File: config.mk
export PLATFORM = sky130hd
export DESIGN_NAME = ptw_walker
export DESIGN_NICKNAME = d
export VERILOG_FILES = /design/src/rtl/ptw_pkg.sv /design/src/rtl/ptw_region_decode.sv /design/src/rtl/ptw_index_gen.sv /design/src/rtl/ptw_leaf_check.sv /design/src/rtl/ptw_walker.sv
export SDC_FILE = /design/constraint.sdc
export NUM_CORES = 1
export LEC_CHECK = 0
export ABC_AREA = 1
export ABC_CLOCK_PERIOD_IN_PS = 3320
export BUFFER_PORTS_ARGS = -buffer_cell sky130_fd_sc_hd__buf_2
export CELL_PAD_IN_SITES_DETAIL_PLACEMENT = 0
export CELL_PAD_IN_SITES_GLOBAL_PLACEMENT = 2
export CORE_MARGIN = 5
export CORE_UTILIZATION = 30
export CTS_BUF_LIST = sky130_fd_sc_hd__clkbuf_4 sky130_fd_sc_hd__clkbuf_8
export DETAILED_ROUTE_END_ITERATION = 8
export PLACE_DENSITY = 0.89
export REMOVE_ABC_BUFFERS = 1
export SETUP_SLACK_MARGIN = 0.02
export SLEW_MARGIN = 20
export SYNTH_ARGS = -nofsm -noshare
export SYNTH_HDL_FRONTEND = slang
export SYNTH_HIERARCHICAL = 1
export SYNTH_SLANG_ARGS = --single-unit
File: constraint.sdc
create_clock -name clk -period 3.32 [get_ports clk]
set_input_delay 0.166 -clock clk [delete_from_list [all_inputs] [get_ports clk]]
set_output_delay 0.166 -clock clk [all_outputs]
set_load 0.01 [all_outputs]
File: src/rtl/ptw_pkg.sv
`timescale 1ns/1ps
package ptw_pkg;

  localparam int PTE_FLAG_W  = 16;
  localparam int PTE_V_BIT   = 0;
  localparam int PTE_FO_LSB  = 1;
  localparam int PTE_RE_BASE = 8;
  localparam int PTE_WE_BASE = 12;

  typedef enum logic [2:0] {
    FLT_TNV = 3'd0,
    FLT_ACV = 3'd1,
    FLT_FOR = 3'd2,
    FLT_FOE = 3'd3,
    FLT_FOW = 3'd4
  } ptw_fault_e;

  typedef enum logic [1:0] {
    ACC_LOAD  = 2'd0,
    ACC_STORE = 2'd1,
    ACC_FETCH = 2'd2
  } ptw_access_e;

  typedef enum logic [1:0] {
    RGN_WALK   = 2'd0,
    RGN_BYPASS = 2'd1,
    RGN_SUPER  = 2'd2,
    RGN_DENY   = 2'd3
  } ptw_region_e;

  typedef enum logic [1:0] {
    ST_IDLE   = 2'd0,
    ST_DECODE = 2'd1,
    ST_ISSUE  = 2'd2,
    ST_WAIT   = 2'd3
  } ptw_state_e;

endpackage

File: src/rtl/ptw_region_decode.sv
`timescale 1ns/1ps
module ptw_region_decode
  import ptw_pkg::*;
#(
  parameter int VA_W        = 64,
  parameter int PA_W        = 64,
  parameter int VIRT_BITS   = 43,
  parameter int MODE_W      = 2,
  parameter int SP_LOW_BITS = 40,
  parameter int SP_HI_POS   = 43
) (
  input  logic [VA_W-1:0]   vaddr,
  input  logic [MODE_W-1:0] mode,
  input  logic              phys_mode,
  output ptw_region_e       region,
  output logic [PA_W-1:0]   sp_paddr
);

  localparam int HI_W = VA_W - VIRT_BITS + 1;

  logic [HI_W-1:0] hi_bits;
  logic            canonical;
  logic            in_window;

  assign hi_bits   = vaddr[VA_W-1:VIRT_BITS-1];
  assign canonical = (hi_bits == '0) || (hi_bits == '1);
  assign in_window = vaddr[VA_W-1] && (vaddr[VIRT_BITS-1:VIRT_BITS-2] == 2'b10);

  assign sp_paddr = PA_W'(vaddr[SP_LOW_BITS-1:0])
                  | (PA_W'(vaddr[SP_LOW_BITS]) << SP_HI_POS);

  always_comb begin
    if (phys_mode) begin
      region = RGN_BYPASS;
    end else if (!canonical) begin
      region = RGN_DENY;
    end else if (in_window) begin
      region = (mode == '0) ? RGN_SUPER : RGN_DENY;
    end else begin
      region = RGN_WALK;
    end
  end

endmodule

File: src/rtl/ptw_index_gen.sv
`timescale 1ns/1ps
module ptw_index_gen #(
  parameter int ADDR_W   = 64,
  parameter int IDX_BITS = 10,
  parameter int LEVELS   = 3,
  parameter int LVL_W    = 2
) (
  input  logic [IDX_BITS*LEVELS-1:0] vpn,
  input  logic [ADDR_W-1:0]          base,
  input  logic [LVL_W-1:0]           level,
  output logic [ADDR_W-1:0]          entry_addr
);

  localparam int ENTRY_SHIFT = 3;

  logic [IDX_BITS-1:0] idx [LEVELS];
  logic [IDX_BITS-1:0] idx_sel;

  // level 0 takes the most significant slice of the page number
  for (genvar g = 0; g < LEVELS; g++) begin : g_lvl
    assign idx[g] = vpn[IDX_BITS*(LEVELS-1-g) +: IDX_BITS];
  end

  always_comb begin
    idx_sel = idx[0];
    for (int l = 0; l < LEVELS; l++) begin
      if (level == LVL_W'(l)) idx_sel = idx[l];
    end
  end

  assign entry_addr = base + (ADDR_W'(idx_sel) << ENTRY_SHIFT);

endmodule

File: src/rtl/ptw_leaf_check.sv
`timescale 1ns/1ps
module ptw_leaf_check
  import ptw_pkg::*;
#(
  parameter int MODE_W = 2
) (
  input  logic [PTE_FLAG_W-1:0] flags,
  input  logic [1:0]            access,
  input  logic [MODE_W-1:0]     mode,
  output logic                  grant_ok,
  output ptw_fault_e            code,
  output logic [2:0]            prot
);

  localparam int MODES = 1 << MODE_W;

  logic [MODES-1:0] re_field;
  logic [MODES-1:0] we_field;
  logic [2:0]       raw;
  logic [2:0]       need;
  logic [2:0]       fo_bits;
  logic [2:0]       trimmed;
  logic             unused_flag_bits;

  assign re_field = flags[PTE_RE_BASE +: MODES];
  assign we_field = flags[PTE_WE_BASE +: MODES];
  assign fo_bits  = flags[PTE_FO_LSB +: 3];
  assign unused_flag_bits = ^{flags[PTE_V_BIT], flags[PTE_RE_BASE-1:PTE_FO_LSB+3]};

  // prot layout {exec, write, read}
  assign raw     = {re_field[mode], we_field[mode], re_field[mode]};
  assign trimmed = raw & ~fo_bits;

  always_comb begin
    unique case (access)
      ACC_STORE: need = 3'b010;
      ACC_FETCH: need = 3'b100;
      default:   need = 3'b001;
    endcase
  end

  always_comb begin
    grant_ok = 1'b0;
    code     = FLT_ACV;
    if ((raw & need) == 3'b000) begin
      code = FLT_ACV;
    end else if ((trimmed & need) == 3'b000) begin
      if (need[2])      code = FLT_FOE;
      else if (need[1]) code = FLT_FOW;
      else              code = FLT_FOR;
    end else begin
      grant_ok = 1'b1;
    end
  end

  assign prot = trimmed;

endmodule

File: src/rtl/ptw_walker.sv
`timescale 1ns/1ps
module ptw_walker
  import ptw_pkg::*;
#(
  parameter int VA_W        = 64,
  parameter int PA_W        = 64,
  parameter int PTE_W       = 64,
  parameter int VIRT_BITS   = 43,
  parameter int PAGE_BITS   = 13,
  parameter int IDX_BITS    = 10,
  parameter int LEVELS      = 3,
  parameter int MODE_W      = 2,
  parameter int SP_LOW_BITS = 40,
  parameter int SP_HI_POS   = 43
) (
  input  logic              clk,
  input  logic              rst_n,
  input  logic              req_valid,
  output logic              req_ready,
  input  logic [VA_W-1:0]   req_vaddr,
  input  logic [1:0]        req_access,
  input  logic [MODE_W-1:0] req_mode,
  input  logic              req_phys,
  input  logic [VA_W-1:0]   ptbr,
  output logic              mem_req_valid,
  output logic [VA_W-1:0]   mem_req_addr,
  input  logic              mem_rsp_valid,
  input  logic [PTE_W-1:0]  mem_rsp_data,
  output logic              done,
  output logic              fault,
  output logic [2:0]        fault_code,
  output logic [PA_W-1:0]   out_paddr,
  output logic [2:0]        out_prot
);

  localparam int LVL_W     = (LEVELS > 1) ? $clog2(LEVELS) : 1;
  localparam int VPN_W     = IDX_BITS * LEVELS;
  localparam int FRAME_LSB = PTE_W / 2;
  localparam logic [LVL_W-1:0] LAST_LVL = LVL_W'(LEVELS - 1);

  ptw_state_e        state_q, state_d;
  logic [VA_W-1:0]   va_q;
  logic [1:0]        acc_q;
  logic [MODE_W-1:0] mode_q;
  logic              phys_q;
  logic [VA_W-1:0]   base_q, base_d;
  logic [LVL_W-1:0]  lvl_q, lvl_d;
  logic              done_q, done_d;
  logic              fault_q, fault_d;
  ptw_fault_e        code_q, code_d;
  logic [PA_W-1:0]   paddr_q, paddr_d;
  logic [2:0]        prot_q, prot_d;
  logic              cap_en;
  logic              adv_en;
  logic              res_en;

  ptw_region_e       region;
  logic [PA_W-1:0]   sp_paddr;
  logic              leaf_ok;
  ptw_fault_e        leaf_code;
  logic [2:0]        leaf_prot;
  logic [VA_W-1:0]   next_base;
  logic [PA_W-1:0]   leaf_paddr;
  logic              unused_pte_bits;

  ptw_region_decode #(
    .VA_W(VA_W), .PA_W(PA_W), .VIRT_BITS(VIRT_BITS), .MODE_W(MODE_W),
    .SP_LOW_BITS(SP_LOW_BITS), .SP_HI_POS(SP_HI_POS)
  ) u_region (
    .vaddr(va_q), .mode(mode_q), .phys_mode(phys_q),
    .region(region), .sp_paddr(sp_paddr)
  );

  ptw_index_gen #(
    .ADDR_W(VA_W), .IDX_BITS(IDX_BITS), .LEVELS(LEVELS), .LVL_W(LVL_W)
  ) u_index (
    .vpn(va_q[PAGE_BITS +: VPN_W]), .base(base_q), .level(lvl_q),
    .entry_addr(mem_req_addr)
  );

  ptw_leaf_check #(
    .MODE_W(MODE_W)
  ) u_leaf (
    .flags(mem_rsp_data[PTE_FLAG_W-1:0]), .access(acc_q), .mode(mode_q),
    .grant_ok(leaf_ok), .code(leaf_code), .prot(leaf_prot)
  );

  assign next_base  = VA_W'(mem_rsp_data[PTE_W-1:FRAME_LSB]) << PAGE_BITS;
  assign leaf_paddr = (PA_W'(mem_rsp_data[PTE_W-1:FRAME_LSB]) << PAGE_BITS)
                    | PA_W'(va_q[PAGE_BITS-1:0]);
  assign unused_pte_bits = ^mem_rsp_data[FRAME_LSB-1:PTE_FLAG_W];

  // next-state logic
  always_comb begin
    state_d = state_q;
    base_d  = base_q;
    lvl_d   = lvl_q;
    cap_en  = 1'b0;
    adv_en  = 1'b0;
    res_en  = 1'b0;
    done_d  = 1'b0;
    fault_d = 1'b0;
    code_d  = code_q;
    paddr_d = paddr_q;
    prot_d  = prot_q;
    unique case (state_q)
      ST_IDLE: begin
        if (req_valid) begin
          cap_en  = 1'b1;
          adv_en  = 1'b1;
          base_d  = ptbr;
          lvl_d   = '0;
          state_d = ST_DECODE;
        end
      end
      ST_DECODE: begin
        unique case (region)
          RGN_BYPASS: begin
            res_en  = 1'b1;
            done_d  = 1'b1;
            paddr_d = PA_W'(va_q);
            prot_d  = 3'b111;
            state_d = ST_IDLE;
          end
          RGN_SUPER: begin
            res_en  = 1'b1;
            done_d  = 1'b1;
            paddr_d = sp_paddr;
            prot_d  = 3'b111;
            state_d = ST_IDLE;
          end
          RGN_DENY: begin
            res_en  = 1'b1;
            fault_d = 1'b1;
            code_d  = FLT_ACV;
            paddr_d = '0;
            prot_d  = '0;
            state_d = ST_IDLE;
          end
          default: state_d = ST_ISSUE;
        endcase
      end
      ST_ISSUE: state_d = ST_WAIT;
      ST_WAIT: begin
        if (mem_rsp_valid) begin
          if (!mem_rsp_data[PTE_V_BIT]) begin
            res_en  = 1'b1;
            fault_d = 1'b1;
            code_d  = FLT_TNV;
            paddr_d = '0;
            prot_d  = '0;
            state_d = ST_IDLE;
          end else if (lvl_q != LAST_LVL) begin
            if (!mem_rsp_data[PTE_RE_BASE]) begin
              res_en  = 1'b1;
              fault_d = 1'b1;
              code_d  = FLT_ACV;
              paddr_d = '0;
              prot_d  = '0;
              state_d = ST_IDLE;
            end else begin
              adv_en  = 1'b1;
              base_d  = next_base;
              lvl_d   = lvl_q + 1'b1;
              state_d = ST_ISSUE;
            end
          end else if (leaf_ok) begin
            res_en  = 1'b1;
            done_d  = 1'b1;
            paddr_d = leaf_paddr;
            prot_d  = leaf_prot;
            state_d = ST_IDLE;
          end else begin
            res_en  = 1'b1;
            fault_d = 1'b1;
            code_d  = leaf_code;
            paddr_d = '0;
            prot_d  = '0;
            state_d = ST_IDLE;
          end
        end
      end
      default: state_d = ST_IDLE;
    endcase
  end

  // control registers
  always_ff @(posedge clk or negedge rst_n) begin
    if (!rst_n) begin
      state_q <= ST_IDLE;
      done_q  <= 1'b0;
      fault_q <= 1'b0;
    end else begin
      state_q <= state_d;
      done_q  <= done_d;
      fault_q <= fault_d;
    end
  end

  // request capture
  always_ff @(posedge clk or negedge rst_n) begin
    if (!rst_n) begin
      va_q   <= '0;
      acc_q  <= '0;
      mode_q <= '0;
      phys_q <= 1'b0;
    end else if (cap_en) begin
      va_q   <= req_vaddr;
      acc_q  <= req_access;
      mode_q <= req_mode;
      phys_q <= req_phys;
    end
  end

  // walk position
  always_ff @(posedge clk or negedge rst_n) begin
    if (!rst_n) begin
      base_q <= '0;
      lvl_q  <= '0;
    end else if (adv_en) begin
      base_q <= base_d;
      lvl_q  <= lvl_d;
    end
  end

  // result registers
  always_ff @(posedge clk or negedge rst_n) begin
    if (!rst_n) begin
      code_q  <= FLT_TNV;
      paddr_q <= '0;
      prot_q  <= '0;
    end else if (res_en) begin
      code_q  <= code_d;
      paddr_q <= paddr_d;
      prot_q  <= prot_d;
    end
  end

  assign req_ready     = (state_q == ST_IDLE);
  assign mem_req_valid = (state_q == ST_ISSUE);
  assign done          = done_q;
  assign fault         = fault_q;
  assign fault_code    = code_q;
  assign out_paddr     = paddr_q;
  assign out_prot      = prot_q;

endmodule

==> results.yml <==
worst_setup_path:
  worst_path_largest_cell_delay_ns: 0.43
  cp.required_ns: 3.15
  critPathMostFrequentCell: "nand2_4"
  crit_start: "lvl_q[1]"
  r2r-end: "out_paddr[24]"
  timing_worst_setup_path_type: "flop to output port"
  cp-end-kind: "output port"
  rr_startpoint: "va_q[42]"
  crit_chain: "nor2_4 > nand2_2 > a31oi_4 > ha_2 > inv_2 > fa_2 > inv_2 > nand3_2 > nand2_4 > nand2_4 > nand2_4 > nand2_4 > nand2_8 > buf_12 > nand3_2 > nand2_2 > nand2_2 > buf_6"
  cp.arrival_ns: 3.21
  crit_end: "mem_req_addr[55]"
  start_kind: "flop"
  cp_max_fo: 5
  rr_worst_depth: 14
  cp_slowest_cell: "dfrtp_2"
  reg2reg_slack_ns: 0.40
sta:
  slew_headroom_pct: 45.5
  fin_ws_ns: -0.0517
  finClkSkew_ns: 0.0249
  setup_viol: 14
  rsz0062_at_grt: "true"
  fmax_ghz: 0.297
  worst_pin_slew_ns: 0.817
  slew_viol_final: 0
  fin_crit_ns: 3.37
  period_share_pct: 102
  hold_viol: 0
clock_network:
  clockRootBuffer: "clkbuf_8"
  clock-sinks: 209
  cts_tree: "yes"
  insertion_delay_ns: 0.60
  cts_max_level: 2
  clockBufferDepth: 3
  path_clk_slew_ns: 0.06
  cts_made_buffers: 43
synthesis:
  synth_top_area_share_pct: 37.1
  synth.area.top_cells: "dfrtp_1 37%, nand2_1 27%, mux2_2 5.5%, nand3_1 4.7%, buf_4 4.3%"
  netlist_area_um2: 14100
  yosysTopAreaCell: "dfrtp_1"
  yosysWarnings: 6
  yosysSeqAreaShare_pct: 37.1
  avgSynthCellArea_um2: 6.96
  synthCells: 2022
  ys_seq_elements: 209
  synth_cell_types: 42
global_routing:
  grt_use_met3_pct: 4.16
  met2_usage_pct: 37.2
  grt-busiest-layer: "met2"
  grt_max_degree: 78
  first_global_vias: 14800
  met1_usage_pct: 27.8
  grt_overflow: 0
  grt_pass1_wl_um: 85800
  track_usage_pct: 21.4
  antenna_found_initial: 8
detailed_routing:
  drc: 0
  drtAntennaViolNets: 0
  first_iter_violations: 890
  firstDrtPassIters: 7
  wl_um: 56400
  wire_per_inst_um: 17.9
  via_count: 14800
  avgViaCountPerCell: 4.70
power_and_ir_drop:
  clkPwrFrac_pct: 19.5
  p_comb_share_pct: 51.3
  p_int_mw: 9.60
  power.share.switching_pct: 45.7
  ir_worst_vdd_mv: 0.635
  p_seq_share_pct: 29.1
  p_switching_mw: 8.08
  p_leak_nw: 10.3
  powerDensity_nw_per_um2: 888
cells_and_area:
  final_layout_size_suffix_gt1_share_pct: 27.4
  area_delta_synth_final_pct: 41.4
  final_cells: 3145
  nNetsFinal: 2725
  nFillCells: 4798
placed_design:
  place_congestion: 0.864
  place_hpwl_um: 39500
  preCtsSetupSlack_ns: -0.0376
  port_buffers: 318
  dpl.cell_count: 2855
floorplan:
  ioPinCount: 339
  core_area_um2: 46500
  die_h_um: 227
  dieWidth_um: 227
  start_util_pct: 30.3
  row_count: 79
  design.die.area_um2: 51400
min_path:
  hold_path_class: "input pin to flop"
run:
  maxCapViolCount: 0
run_status:
  status: "complete, but fails checks"
  violations: "negative setup slack"
[cells in the mapped netlist]
master,count
or2_1,2
nand3_2,6
nor3_4,1
nand3_4,1
and2_1,1
mux2_2,69
or2_2,1
a21boi_2,1
nor2_2,11
a21oi_4,1
xnor2_1,3
nand4_1,38
nand4_2,2
clkbuf_1,22
ha_1,23
buf_6,8
nor2_4,3
dfrtp_1,209
nor2_1,111
inv_1,83
buf_2,40
nor3_2,3
nand2_2,11
or2_0,1
a21oi_1,27
o21ai_0,8
a31oi_1,9
conb_1,1
clkinv_1,1
a21o_1,1
o21ai_2,4
inv_2,8
fa_1,1
nor3_1,8
nand3b_1,51
o22ai_1,1
nand3_1,131
o21bai_1,1
xor2_1,21
nand2_4,1
buf_4,81
nand2_1,1016
[cells in the final DEF, fill, tap and decap left out, types with 3 or more instances in the layout]
master / instances
buf_6: 10
nand3b_1: 51
mux2_2: 69
nand4_1: 38
nor2_4: 10
buf_12: 9
xor2_4: 3
o21ai_2: 4
buf_2: 310
nor2_1: 102
ha_1: 11
nand3_1: 122
buf_4: 47
clkbuf_4: 5
clkinv_2: 8
nand2_2: 43
nand2_4: 16
diode_2: 5
nand2_8: 3
clkbuf_8: 53
xor2_1: 12
a21oi_1: 22
nor3_1: 7
nand2_1: 967
conb_1: 23
bufinv_16: 8
ha_4: 10
inv_1: 78
nor3_2: 3
nor2_2: 13
dfrtp_1: 208
a21oi_4: 4
a31oi_4: 8
nand3_2: 15
clkinvlp_4: 3
o21ai_0: 6
dlygate4sd3_1: 182
inv_2: 12
xor2_2: 6
[critical path: cells and delay by family, from the launching register on]
family,cells,cell delay (ns)
flip-flops,1,0.43
AND/OR/NAND/NOR,11,0.98
AO/OA/AOI/OAI,1,0.21
buffers and inverters,4,0.36
adder cells (fa/ha/maj),2,0.61
[state kept, by name, summed over array words and instances, names as in the netlist]
register / cells
state_q: 2
acc_q: 2
base_q: 64
phys_q: 1
fault_code: 3
out_prot: 3
fault: 1
va_q: 64
mode_q: 2
lvl_q: 2
out_paddr: 64
done: 1
[power groups by stage]
stage | combinational [mW] | sequential [mW] | clock [mW]
floorplan | 4.56 | 4.72 | 0
global placement | 7.52 | 5.10 | 0
detailed placement | 7.60 | 5.12 | 0
CTS | 8.16 | 5.10 | 3.56
global route | 10.1 | 5.33 | 3.66
finish | 9.08 | 5.15 | 3.45
[layer usage]
layer / up-vias / share of wire, %
met3: 88 / 5.8
met2: 404 / 49
met5: - / 0.053
met4: 6 / 2.2
met1: 7022 / 43
li1: 7272 / -
[worst min-delay path by stage]
| stage | start | end | slack (ns) | cells past startpoint |
|---|---|---|---|---|
| finish | ptbr[26] | base_q[26] | 0.03 | 5 |
| global route | ptbr[26] | base_q[26] | 0.03 | 5 |
| CTS | ptbr[33] | base_q[33] | 0.004 | 5 |
| detailed placement | rst_n | base_q[7] | 0.20 | 1 |
| global placement | rst_n | base_q[7] | 0.20 | 1 |
| floorplan | rst_n | acc_q[0] | -0.13 | 0 |
[what timing repair did]
item                                   in CTS  in global routing
resized for setup                          61                113
gates cloned                                1                  2
endpoints found under the hold margin     245                  0
pin swaps                                  12                 43
buffers inserted                            7                 19
hold buffers                              182                  0
setup endpoints to repair                  57                 54
[layout make-up]
| class | instances | area, um^2 | share of cell area (%) |
|---|---|---|---|
| Inverter | 92 | 348 | 1.75 |
| Clock inverter | 20 | 312 | 1.56 |
| Antenna cell | 5 | 12.5 | 0.0628 |
| Timing Repair Buffer | 560 | 4060 | 20.4 |
| Clock buffer | 58 | 767 | 3.85 |
| Tap cell | 607 | 759 | 3.81 |
| Sequential cell | 209 | 5230 | 26.3 |
| Multi-Input combinational cell | 1594 | 8420 | 42.3 |
[stage by stage]
step | power (mW) | hold slack, ns | setup TNS [ns] | util, % | cell area (um^2)
final | 17.7 | 0.0316 | -0.341 | 42.9 | 19900
after detailed placement | 12.7 | 0.204 | -0.0578 | 34.3 | 15900
after global placement | 12.6 | 0.198 | 0 | 34.3 | 15900
after CTS | 16.8 | 0.00450 | -1.56 | 41.2 | 19200
after global routing | 19.1 | 0.0275 | -6.69 | 42.9 | 19900
after floorplan | 9.29 | -0.130 | -281.66 | - | 13200
[kinds of logic (layout without fill, tap and decap cells)]
group,after synthesis,count (layout),share of synthesized area (%)
mux,69,69,5.52
xor+xnor,24,24,1.49
simple gates,1399,1401,42.0
compound gates,53,53,2.24
other cells,1,28,0.0266
buf+inv,243,730,9.42
flops,209,209,37.1
fa+ha+maj,24,24,2.19
No activity file was read; power rests on OpenSTA's default activity.
